## config.mk

```make
export PLATFORM = sky130hd
export DESIGN_NAME = wcd_coincidence
export DESIGN_NICKNAME = d
export VERILOG_FILES = /design/src/rtl/wcd_pkg.sv /design/src/rtl/wcd_stretch.sv /design/src/rtl/wcd_combine.sv /design/src/rtl/wcd_coincidence.sv
export SDC_FILE = /design/constraint.sdc
export NUM_CORES = 1
export LEC_CHECK = 0
export ABC_AREA = 1
export CAP_MARGIN = 20
export CORE_UTILIZATION = 42
export CTS_CLUSTER_DIAMETER = 30
export CTS_CLUSTER_SIZE = 8
export DETAILED_ROUTE_END_ITERATION = 7
export GPL_TIMING_DRIVEN = 0
export SYNTH_ARGS = -nofsm -noshare
export SYNTH_HDL_FRONTEND = slang
export SYNTH_SLANG_ARGS = --single-unit
```

## constraint.sdc

```tcl
create_clock -name clk -period 1.2 [get_ports clk]
set_input_delay 0.12 -clock clk [delete_from_list [all_inputs] [get_ports clk]]
set_output_delay 0.12 -clock clk [all_outputs]
set_load 0.03 [all_outputs]
```

## src/rtl/wcd_pkg.sv

```systemverilog
package wcd_pkg;

  typedef enum logic [1:0] {
    MODE_OFF   = 2'd0,
    MODE_EDGE  = 2'd1,
    MODE_LEVEL = 2'd2,
    MODE_BOTH  = 2'd3
  } wcd_mode_e;

  function automatic wcd_mode_e pick_mode(input logic edge_any, input logic lvl_any);
    return wcd_mode_e'({lvl_any, edge_any});
  endfunction

endpackage

```

## src/rtl/wcd_stretch.sv

```systemverilog
module wcd_stretch #(
  parameter int WIN_W = 4
) (
  input  logic             clk,
  input  logic             rst,
  input  logic             lvl_i,
  input  logic [WIN_W-1:0] win_i,
  output logic             pulse_o,
  output logic             level_o
);

  logic             prev_q;
  logic [WIN_W-1:0] cnt_q;
  logic [WIN_W-1:0] win_eff;
  logic             rise;

  assign rise    = lvl_i & ~prev_q;
  assign win_eff = (win_i == '0) ? WIN_W'(1) : win_i;

  always_ff @(posedge clk) begin
    if (rst) begin
      prev_q <= 1'b0;
      cnt_q  <= '0;
    end else begin
      prev_q <= lvl_i;
      if (rise)
        cnt_q <= win_eff;
      else if (cnt_q != '0)
        cnt_q <= cnt_q - WIN_W'(1);
    end
  end

  assign pulse_o = (cnt_q != '0);
  assign level_o = prev_q;

  // an edge always opens the window on the next cycle
  p_rise_opens_r1: assert property (@(posedge clk) disable iff (rst)
    (lvl_i && !prev_q) |=> pulse_o);

  // an edge reloads the full length, even mid-window
  p_restart_full_r6: assert property (@(posedge clk) disable iff (rst)
    (lvl_i && !prev_q && pulse_o) |=> (cnt_q == $past(win_eff)));

endmodule

```

## src/rtl/wcd_combine.sv

```systemverilog
module wcd_combine
  import wcd_pkg::*;
#(
  parameter int NUM_IN = 8
) (
  input  logic [NUM_IN-1:0] pulse_i,
  input  logic [NUM_IN-1:0] level_i,
  input  logic [NUM_IN-1:0] emask_i,
  input  logic [NUM_IN-1:0] lmask_i,
  output logic              edge_ok_o,
  output logic              level_ok_o,
  output logic              hit_o
);

  wcd_mode_e mode;

  assign edge_ok_o  = &(pulse_i | ~emask_i);
  assign level_ok_o = &(level_i | ~lmask_i);
  assign mode       = pick_mode(|emask_i, |lmask_i);

  always_comb begin
    unique case (mode)
      MODE_OFF:   hit_o = 1'b0;
      MODE_EDGE:  hit_o = edge_ok_o;
      MODE_LEVEL: hit_o = level_ok_o;
      MODE_BOTH:  hit_o = edge_ok_o & level_ok_o;
      default:    hit_o = 1'b0;
    endcase
  end

endmodule

```

## src/rtl/wcd_coincidence.sv

```systemverilog
module wcd_coincidence #(
  parameter int NUM_IN = 8,
  parameter int WIN_W  = 4,
  localparam int CFG_W = 2 * NUM_IN + WIN_W
) (
  input  logic              clk,
  input  logic              rst,
  input  logic [NUM_IN-1:0] trig_in,
  input  logic [CFG_W-1:0]  cfg_word,
  output logic              coin_out
);

  logic [NUM_IN-1:0] emask;
  logic [NUM_IN-1:0] lmask;
  logic [WIN_W-1:0]  win;
  logic [NUM_IN-1:0] pulse;
  logic [NUM_IN-1:0] level;
  logic              edge_ok;
  logic              level_ok;
  logic              hit;
  logic              coin_q;

  assign emask = cfg_word[NUM_IN-1:0];
  assign lmask = cfg_word[2*NUM_IN-1:NUM_IN];
  assign win   = cfg_word[CFG_W-1:2*NUM_IN];

  for (genvar g = 0; g < NUM_IN; g++) begin : g_lane
    wcd_stretch #(.WIN_W(WIN_W)) u_stretch (
      .clk     (clk),
      .rst     (rst),
      .lvl_i   (trig_in[g]),
      .win_i   (win),
      .pulse_o (pulse[g]),
      .level_o (level[g])
    );
  end

  wcd_combine #(.NUM_IN(NUM_IN)) u_combine (
    .pulse_i    (pulse),
    .level_i    (level),
    .emask_i    (emask),
    .lmask_i    (lmask),
    .edge_ok_o  (edge_ok),
    .level_ok_o (level_ok),
    .hit_o      (hit)
  );

  always_ff @(posedge clk) begin
    if (rst) coin_q <= 1'b0;
    else     coin_q <= hit;
  end

  assign coin_out = coin_q;

  // no mask selected means a silent output
  p_silent_masks_r7: assert property (@(posedge clk) disable iff (rst)
    (emask == '0 && lmask == '0) |=> !coin_out);

  // an edge-driven output needs all selected windows open one cycle earlier
  p_edge_overlap_r2: assert property (@(posedge clk) disable iff (rst)
    (coin_out && emask != '0 && $past(emask) == emask) |-> $past(edge_ok));

  // level-selected lines must have been high
  p_level_gate_r3: assert property (@(posedge clk) disable iff (rst)
    (coin_out && $past(lmask) == lmask) |-> $past(level_ok));

  // reset leaves the output low
  p_reset_clear_r10: assert property (@(posedge clk)
    rst |=> !coin_out);

endmodule

```

==> flow_metrics.py <==
metrics = {
    "timing": {
        "worstMarginPinSlew_ns": 0.292,
        "setup_tns_ns": 0,
        "fin_hold_ws_ns": 0.0839,
        "setup_viol": 0,
        "min_period_ns": 1.13,
        "timing.fmax_mhz": 885,
        "slew_headroom_pct": 80.6,
        "maxSlewViolCount": 0,
        "fin_crit_sh_pct": 94.2,
        "final_hold_viol_count": 0,
        "rsz0062_at_grt": "yes",
        "fin_skew_ns": 0.00764,
    },
    "hold_path": {
        "hold_class": "in2reg",
        "hold_start": "rst",
        "hold-path-cell-count": 2,
    },
    "critical_path": {
        "critPathTopFamily": "flip-flops",
        "crit_start": "g_lane[5].u_stretch.cnt_q[0]$_SDFFE_PP0P_",
        "reg2reg_depth": 7,
        "max_stage_delay_ns": 0.31,
        "crit_required_ns": 1.40,
        "path_buf_inv": 2,
        "cp-start-kind": "register",
        "cp_max_fo": 4,
        "cp_num_cells": 7,
        "r2r_start": "g_lane[5].u_stretch.cnt_q[0]$_SDFFE_PP0P_",
        "critPathKind": "reg2reg",
        "crit_slowest_cell": "dfxtp_1",
        "worstPathArrival_ns": 1.33,
        "critical_path.endpoint_type": "register",
        "worstPathCellList": "inv_2 > ha_4 > nand3_4 > nor2_4 > inv_1 > o21ai_1 > nor2_1",
    },
    "finish": {
        "nets": 440,
        "drive_gt1_share_pct": 19.5,
        "n_antenna_cell": 0,
        "fin_util_pct": 55.5,
        "design_area_sq_um": 3130,
        "layout.cells.non_filler": 466,
        "area_growth_pct": 24.7,
    },
    "placed_design": {
        "port_buffers": 26,
        "place_hpwl_um": 4230,
        "dpl_cell_area_sq_um": 2860,
        "place_inst": 452,
        "routabilityCongestion": 0.807,
    },
    "drt": {
        "vias": 2279,
        "drtPass1Iterations": 5,
        "drt_iter0_markers": 83,
        "drt_wl_total_um": 5920,
        "ant_nets": 0,
        "post_drt_wl_per_cell_um": 12.7,
        "vias_per_cell": 4.89,
        "drcViolationCount": 0,
    },
    "power_and_ir_drop": {
        "power_per_cell_area_nw_per_um2": 1600,
        "peakVddDrop_mv": 0.765,
        "p_comb_share_pct": 45.1,
        "swShare_pct": 38.2,
        "p_leak_nw": 1.46,
        "seqPwrFrac_pct": 35.6,
        "p_clk_share_pct": 19.3,
        "p_int_mw": 3.09,
        "power.switching_mw": 1.91,
    },
    "outcome": {
        "status": "finished clean",
    },
    "synth": {
        "yosysSeqAreaShare_pct": 32.7,
        "synth_compound_area_share_pct": 12.8,
        "synth-xor-area-share_pct": 5.58,
        "synth_nets": 400,
        "synth.cell_area_sq_um": 2510,
        "ys_ff_latch": 41,
        "synth_top_family_by_area": "simple AND/OR/NAND/NOR gates",
        "synthAdderAreaFrac_pct": 7.97,
        "synthCells": 354,
        "synth.area.mux_share_pct": 0,
        "avgSynthCellArea_sq_um": 7.10,
        "ys_types": 26,
        "synth_simple_gate_area_share_pct": 28.0,
        "yosys_warnings": 0,
    },
    "cts": {
        "cts-htree-levels": 2,
        "clk_pin_slew_ns": 0.08,
        "cts_buffers": 5,
        "clock_tree.root_cell": "clkbuf_8",
        "numClockSinks": 41,
        "clk_latency_ns": 0.30,
        "clockBufferDepth": 2,
        "cts_tree": "built",
    },
    "run": {
        "cap_violations": 0,
    },
    "die": {
        "fp.coreArea_sq_um": 5640,
        "io_pins": 31,
        "die_area_sq_um": 6290,
        "start_util_pct": 44.5,
        "dieHeight_um": 79.3,
        "die_x_um": 79.3,
        "rows": 27,
    },
    "grt": {
        "grt_start_max_net_pins": 12,
        "grt_remaining_overflow": 0,
        "grt_pass1_vias": 2102,
        "antenna_found_initial": 0,
        "grt_usage_pct": 19.9,
        "grt_pass1_wl_um": 9480,
    },
}
power groups by stage:
stage / registers (mW) / clock network (mW) / logic [mW]
floorplan: 1.75 / 0 / 1.52
global placement: 1.76 / 0 / 1.89
detailed placement: 1.77 / 0 / 1.91
CTS: 1.74 / 0.978 / 1.95
global route: 1.82 / 1.02 / 2.57
finish: 1.78 / 0.966 / 2.25
final timing paths:
check | end | slack, ns
max | g_lane[5].u_stretch.cnt_q[1]$_SDFFE_PP0P_ | 0.07
min | g_lane[1].u_stretch.cnt_q[2]$_SDFFE_PP0P_ | 0.08
max reg2reg | g_lane[5].u_stretch.cnt_q[1]$_SDFFE_PP0P_ | 0.07
min reg2reg | g_lane[1].u_stretch.cnt_q[1]$_SDFFE_PP0P_ | 0.50
stage by stage:
stage | power [mW] | worst slack (ns)
after floorplan | 3.27 | 0.111
after global placement | 3.65 | -0.0732
after detailed placement | 3.68 | -0.0726
after CTS | 4.66 | 0.00202
after global routing | 5.41 | -0.0257
final | 5.00 | 0.0702
sequential cells by signal, indices dropped and copies added, names as in the netlist:
name	flops
g_lane.u_stretch.level_o	8
g_lane.u_stretch.cnt_q	32
coin_out	1
cell usage after synthesis, drive strengths merged:
cell    number  area [sq um]
ha          16           200
nor2        57           231
a21o         1          15.0
o21ai       27           139
a21oi       13          65.1
xor2        16           140
nand4       11          68.8
buf          7          57.6
nor3         8          40.0
clkinv       1          5.00
o211ai       8          60.1
nand3       17           105
inv         70           263
nand2       54           258
dfxtp       41           821
o22ai        7          43.8
what timing repair did:
| action | in CTS | in global routing |
|---|---|---|
| hold buffers | 0 | 0 |
| resized for setup | 6 | 45 |
| pin swaps | 0 | 11 |
| gates cloned | 0 | 0 |
| setup buffers | 0 | 7 |
| endpoints found under the setup margin | 6 | 15 |
cell families after synthesis:
kind of cell,after synthesis
buf+inv,78
compound gates,56
simple gates,147
xor+xnor,16
flops,41
fa+ha+maj,16
per-layer routing:
layer,GRT usage (%),routed length [um],share of wire (%)
met1,24.6,2780,47
met3,3.79,208,3.5
met5,0,0,0
met4,8.18,91,1.5
met2,33.4,2850,48
layout make-up:
type,count,area [sq um]
inverters,71,275
flip-flops and latches,41,830
repair buffers,33,312
well taps,72,90.1
clock buffers,7,86.3
fillers,535,2510
plain buffers,7,57.6
multi-input cells,235,1480
cells in the final DEF, fill, tap and decap left out, drive strengths merged:
cell,n
inv,70
nor2,57
nand2,54
dfxtp,41
o21ai,27
clkdlybuf4s50,25
nand3,17
xor2,16
ha,16
buf,14
a21oi,13
nand4,11
o211ai,8
nor3,8
o22ai,7
clkbuf,7
a21o,1
clkinv,1
dlygate4sd2,1
(Power assumes the default switching activity.)
